<file path="src/rtl/spinlock_bank.sv">
module spinlock_bank #(
  parameter int NUM_LOCKS = 32,
  parameter int ADDR_W    = 8,
  parameter int DATA_W    = 32,
  parameter logic [ADDR_W-1:0] LOCK_BASE   = 'h80,
  parameter logic [ADDR_W-1:0] STATUS_ADDR = 'h04
) (
  input  logic              clk,
  input  logic              rst_n,
  input  logic              clr_all,
  input  logic              c0_req,
  input  logic              c0_we,
  input  logic [ADDR_W-1:0] c0_addr,
  input  logic [DATA_W-1:0] c0_wdata,
  output logic [DATA_W-1:0] c0_rdata,
  output logic              c0_ready,
  input  logic              c1_req,
  input  logic              c1_we,
  input  logic [ADDR_W-1:0] c1_addr,
  input  logic [DATA_W-1:0] c1_wdata,
  output logic [DATA_W-1:0] c1_rdata,
  output logic              c1_ready
);
  localparam int IDX_W = $clog2(NUM_LOCKS);
  localparam logic [ADDR_W:0] LOCK_END = (ADDR_W+1)'(int'(LOCK_BASE) + 4*NUM_LOCKS);

  logic [NUM_LOCKS-1:0] held, held_nxt, freed, avail;
  logic [DATA_W-1:0]    held_ext;
  logic [1:0]           req, we, st_hit, lk_hit;
  logic [ADDR_W-1:0]    addr [2];
  logic [NUM_LOCKS-1:0] rd_sel [2];
  logic [NUM_LOCKS-1:0] wr_sel [2];
  logic [NUM_LOCKS-1:0] win [2];
  logic [DATA_W-1:0]    rdata_q [2];
  logic [1:0]           ready_q;

  assign req  = {c1_req, c0_req};
  assign we   = {c1_we, c0_we};
  assign addr[0] = c0_addr;
  assign addr[1] = c1_addr;

  always_comb begin
    held_ext = '0;
    held_ext[NUM_LOCKS-1:0] = held;
  end

  for (genvar g = 0; g < 2; g++) begin : g_port
    logic [ADDR_W-1:0] off;
    logic [IDX_W-1:0]  idx;
    assign off = addr[g] - LOCK_BASE;
    assign idx = off[IDX_W+1:2];
    assign st_hit[g] = addr[g] == STATUS_ADDR;
    assign lk_hit[g] = addr[g] >= LOCK_BASE && {1'b0, addr[g]} < LOCK_END
                       && addr[g][1:0] == 2'b00;
    assign rd_sel[g] = (req[g] && !we[g] && lk_hit[g]) ? NUM_LOCKS'(1) << idx : '0;
    assign wr_sel[g] = (req[g] &&  we[g] && lk_hit[g]) ? NUM_LOCKS'(1) << idx : '0;

    always_ff @(posedge clk or negedge rst_n) begin
      if (!rst_n) begin
        ready_q[g] <= 1'b0;
        rdata_q[g] <= '0;
      end else begin
        ready_q[g] <= req[g];
        if (req[g] && !we[g] && st_hit[g])      rdata_q[g] <= held_ext;
        else if (req[g] && !we[g] && lk_hit[g]) rdata_q[g] <= DATA_W'(|win[g]);
        else                                    rdata_q[g] <= '0;
      end
    end
  end

  assign freed  = held & ~(wr_sel[0] | wr_sel[1]);
  assign avail  = clr_all ? '0 : ~freed;
  assign win[0] = rd_sel[0] & avail;
  assign win[1] = rd_sel[1] & avail & ~rd_sel[0];
  assign held_nxt = clr_all ? '0 : freed | rd_sel[0] | rd_sel[1];

  always_ff @(posedge clk or negedge rst_n)
    if (!rst_n) held <= '0;
    else        held <= held_nxt;

  assign c0_rdata = rdata_q[0];
  assign c1_rdata = rdata_q[1];
  assign c0_ready = ready_q[0];
  assign c1_ready = ready_q[1];
endmodule


</file>
<file path="config.mk">
export PLATFORM = sky130hd
export DESIGN_NAME = spinlock_bank
export DESIGN_NICKNAME = d
export VERILOG_FILES = /design/src/rtl/spinlock_bank.sv
export SDC_FILE = /design/constraint.sdc
export NUM_CORES = 1
export LEC_CHECK = 0
export BUFFER_PORTS_ARGS = -buffer_cell sky130_fd_sc_hd__buf_2
export CORE_MARGIN = 3
export CORE_UTILIZATION = 57
export CTS_CLUSTER_DIAMETER = 40
export CTS_CLUSTER_SIZE = 12
export DETAILED_ROUTE_END_ITERATION = 16
export PLACE_DENSITY = 0.95
export SLEW_MARGIN = 20
export SYNTH_ARGS = -nofsm -noshare
export SYNTH_HDL_FRONTEND = slang
export SYNTH_SLANG_ARGS = --single-unit
</file>
<file path="constraint.sdc">
create_clock -name clk -period 3.3 [get_ports clk]
set_input_delay 0.66 -clock clk [delete_from_list [all_inputs] [get_ports clk]]
set_output_delay 0.66 -clock clk [all_outputs]
set_load 0.03 [all_outputs]
</file>
======== Word-level counts from Yosys, hierarchy flattened ========
Index checks and enable logic that the tools add are counted.
cells by class
  bitwise logic cells ..................... 10
  shift-type cells ........................ 2
  muxes and demuxes ....................... 10
  order comparisons ....................... 2
  reduce and logical (&&, ||, !) cells .... 18
  add/subtract/negate cells ............... 2
  equal/unequal tests ..................... 2
operators by type and width
  cell                    number
  $mux W32                8
  $and A32 B32 Y32        4
  $not A32 Y32            3
  $or A32 B32 Y32         3
  $reduce_or A32 Y1       2
  $shl A1 B5 Y32 const A  2
  $eq A8 B3 Y1 const B    2
  $ge A8 B8 Y1 const B    2
  $sub A7 B1 Y7 const B   2
  $logic_and A1 B1 Y1     12
  $logic_not A2 Y1        2
  $logic_not A1 Y1        2
  $mux W1                 2
word-level totals
  output and inout port bits .............. 66
  word-level logic and storage cells ...... 51
  flip-flop bits (word level) ............. 98
  bits of input ports ..................... 87

======== Longest topological paths before layout ========
  depth in word-level cells ............... 14
  gate-level depth with buffers ........... 10
  mapped depth without buffers ............ 7

======== Least setup slack after synthesis ========
OpenSTA, ideal clock, no wires.
  path type ............................... input to register
  start point ............................. input c1_addr[7]
  end point ............................... register rdata_q, in the netlist c0_rdata[0]
  stages on the path ...................... 9
  data required time ...................... 3.176 ns
  setup time .............................. 0.124 ns
  setup slack ............................. 0.928 ns
  data arrival time ....................... 2.248 ns
  buffers on the path ..................... 2
  path through ............................ buf_2 nand4b_1 or2_1 buf_4 o21ai_1 mux2i_1 a21oi_1 or4_1 o31a_1
on the way
  word-level cells in the longest chain between the ends .. 13
ends and longest elaborated chain
  item                             line  text
  from (decl)                      19    input logic [ADDR_W-1:0] c1_addr,
  $ge A8 B8 Y1                     53    assign lk_hit[g] = addr[g] >= LOCK_BASE && {1'b0, addr[g]} < LOCK_END
  $logic_and A1 B1 Y1              54    && addr[g][1:0] == 2'b00;
  $logic_and A1 B1 Y1              56    assign wr_sel[g] = (req[g] && we[g] && lk_hit[g]) ? NUM_LOCKS'(1) << idx : '0;
  $mux W32                         56
  $or A32 B32 Y32                  71    assign freed = held & ~(wr_sel[0] | wr_sel[1]);
  $not A32 Y32                     71
  $and A32 B32 Y32                 71
  $not A32 Y32                     72    assign avail = clr_all ? '0 : ~freed;
  $mux W32                         72
  $and A32 B32 Y32                 73    assign win[0] = rd_sel[0] & avail;
  $reduce_or A32 Y1                65    else if (req[g] && !we[g] && lk_hit[g]) rdata_q[g] <= DATA_W'(|win[g]);
  $mux W1                          65
  $mux W32                         64    if (req[g] && !we[g] && st_hit[g]) rdata_q[g] <= held_ext;
  to (signal, indexed assignment)  64
  to (signal, indexed assignment)  65
  to (decl)                        34    logic [DATA_W-1:0] rdata_q [2];
Every way passes these cells.

======== Worst setup path after layout ========
  start point ............................. input c0_addr[5]
  end point ............................... register rdata_q, in the netlist c1_rdata[0]
on the way
  word-level cells in the longest chain between the ends .. 14
  elaborated cells on any way between the ends .. 19
  those cells by class .................... add/sub (1); order compare (1); shift (1); mux (5); bitwise (7); reduce/logical (4)
ends and longest elaborated chain
  item                 line  text
  from (decl)          13    input logic [ADDR_W-1:0] c0_addr,
  $ge A8 B8 Y1         53
  $logic_and A1 B1 Y1  54
  $logic_and A1 B1 Y1  56
  $mux W32             56
  $or A32 B32 Y32      71
  $not A32 Y32         71
  $and A32 B32 Y32     71
  $not A32 Y32         72
  $mux W32             72
  $and A32 B32 Y32     74    assign win[1] = rd_sel[1] & avail & ~rd_sel[0];
  $and A32 B32 Y32 *   74
  $reduce_or A32 Y1 *  65
  $mux W1 *            65
  $mux W32 *           64
Every way passes the cells marked *; elsewhere a longest branch is shown, timed or not.

==> results.ini <==
[clocking]
cts_buffers = 9
cts_hold_buf = 0
cts_num_sinks = 98
path_clk_slew_ps = 100
ctsResizeCount = 0
clockBufferDepth = 2
cts_tree = done
htreeDepth = 3
postCtsSetupBuffers = 0
clk_latency_ps = 360
cts-root-buf = clkbuf_8

[setup_path]
max_stage_delay_ps = 750
timing.rr.end = c0_rdata[0]
crit_slowest_cell = nor3_1
crit_path_end_kind = register
critPathTopFamily = simple AND/OR/NAND/NOR gates
r2r_cells = 5
crit_path_max_fanout = 15
cp.arrival_ps = 2850
critical_path_buf_inv_count = 1
crit_path_cell_trace = buf_2 > nand2b_1 > nor3_1 > nand2_1 > and3_1 > o21ai_0 > nand4_1 > nand4bb_1
rrSetupSlack_ps = 1430
rr_startpoint = held[19]
critPathKind = primary input to register
cp-start-kind = primary input
critPathRequiredTime_ps = 3540

[floorplan]
start_util = 0.5889
design.core.area_um2 = 9240
die_area_um2 = 10750
ios = 153
placementRows = 35
die_w_um = 103.7
die-height_um = 103.7

[min_path]
hp-class = primary input to async pin

[placed_design]
port_buffers = 88
post-place-ws_ps = 391.0
dpl.hpwl_um = 13660
routabilityCongestion = 1.047

[synthesis]
yosysSeqAreaShare = 0.4507
synth.area.top_cells = dfrtp_1 45%, and2_1 7.2%, nor2_1 3.2%
async_reset_ff_frac = 1.000
syn_avg_cell_area_um2 = 9.513
ys_seq_elements = 98
synthDistinctLibCells = 72
yosysWarnings = 0
syn-num-nets = 659
synth_top_area_frac = 0.4507
ys.flop_type = dfrtp_1
syn_area_um2 = 5441
yosysTopAreaCell = dfrtp_1
syn-instance-count = 572
synth-edff-count = 0

[timing]
rsz0062_at_grt = false
finClkSkew_ps = 8.869
fin_ws_ps = 689.1
final_max_slew_viol_count = 0
relSlewSlack = 0.3931
tightest_slew_ps = 903.4
fin_setup_tns_ps = 0
hold_viol = 0
setup_viol = 0
fmax_mhz = 383.0
timing.final.crit_period_ps = 2611
post-route-period-util = 0.7912
whs_ps = 68.86

[cells_and_area]
num-nets-final = 742
diodes = 0
drive_gt1_frac = 0.2394
nFillCells = 764
area_growth_pct = 14.53
regArea_um2 = 2452
multi_input_area_um2 = 2706

[global_route]
antenna_found_initial = 0
grt_start_max_net_pins = 97
grt_pass1_wl_um = 28450
grt_usage = 0.3377
grt-ovfl-total = 0
grt_pass1_vias = 5185

[pwr]
peakVddDrop_v = 0.0002378
p_per_area_nw_per_um2 = 372.9
p_leak_nw = 2.890

[routing]
drt_iter0_drc = 453
vias = 5316
route.detailed.drc = 0
wl_per_cell_um = 23.41
routed_wl_um = 18470
drtPass1Iterations = 6
vias_per_cell = 6.738
ant_nets = 0

[job]
maxCapViolCount = 0

[run_status]
status = finished clean

## area by class of cell
cell class | instances | area share
multi-input cells | 427 | 0.4343
clock buffers | 11 | 0.02269
well taps | 129 | 0.02590
repair buffers | 118 | 0.1092
inverters | 1 | 0.0006023
flip-flops and latches | 98 | 0.3935
clock inverters | 5 | 0.01385
## power by group
group	leakage, nW	switching (W)	internal, W
registers	1.36	0.00000151	0.00120
clock network	0.114	0.000440	0.000454
logic	1.41	0.000163	0.0000637
## logic make-up after synthesis
logic type	count (synthesis)	synth area share
compound gates	164	0.2102
simple gates	261	0.2835
mux	2	0.003679
buf+inv	47	0.05196
flops	98	0.4507
## per-stage QoR
step	cell area (um^2)	instances	total power [W]	utilization
6_report	6232	789	0.002324	0.6745
5_1_grt	6232	789	0.002401	0.6745
4_1_cts	6232	789	0.002322	0.6745
3_5_place_dp	6005	773	0.001445	0.6498
3_3_place_gp	6005	773	0.001442	0.6498
2_1_floorplan	5441	572	0.001349	-
## worst max-delay path by stage
stage,startpoint,endpoint,slack (ps),cells past startpoint
after floorplan,c1_addr[7],c0_rdata[0],930,9
after global placement,c0_addr[5],c0_rdata[0],370,8
after detailed placement,c0_addr[5],c0_rdata[0],390,8
after CTS,c0_addr[5],c0_rdata[0],760,8
after global routing,c0_addr[5],c1_rdata[0],500,8
final,c0_addr[5],c1_rdata[0],690,8
## state kept, by name (all words and copies together), names as in the netlist
name	count
c0_rdata	32
c1_ready	1
c1_rdata	32
c0_ready	1
held	32
## cell usage in the layout (no fill, tap or decap), types with 10 or more instances in the layout
cell type and n:
a21oi_1 31, and2_1 63, buf_2 87, a221oi_1 13
nor2_1 47, a31oi_1 16, buf_4 30, o21ai_0 26
clkbuf_8 10, nand2_1 42, dfrtp_1 98, nor3_1 13
## synth_stat cells (5+ instances only)
| cell | n |
|---|---|
| o22ai_1 | 5 |
| nand3b_1 | 7 |
| o31ai_1 | 8 |
| a21oi_1 | 31 |
| or3_1 | 5 |
| a221oi_1 | 13 |
| nor4_1 | 5 |
| dfrtp_1 | 98 |
| buf_2 | 10 |
| nor3_1 | 13 |
| nand2_1 | 42 |
| a31oi_1 | 16 |
| o211ai_1 | 6 |
| a22oi_1 | 5 |
| nand4_1 | 9 |
| o21ai_0 | 26 |
| a21o_1 | 6 |
| o221ai_1 | 9 |
| or2_2 | 8 |
| clkbuf_1 | 20 |
| nand2b_1 | 5 |
| nand3_1 | 8 |
| nor3b_1 | 8 |
| nor2_1 | 47 |
| o2111ai_1 | 7 |
| buf_4 | 6 |
| and2_1 | 63 |
| nand4b_1 | 6 |
## routing by layer
layer | vias up | wire length (um) | GRT usage
li1 | 2281 | - | -
met1 | 2547 | 7020 | 0.4358
met2 | 390 | 8571 | 0.5486
met3 | 98 | 1872 | 0.06168
met4 | 0 | 1004 | 0.1690
met5 | - | 0 | 0
Power figures use the tool's default switching activity.
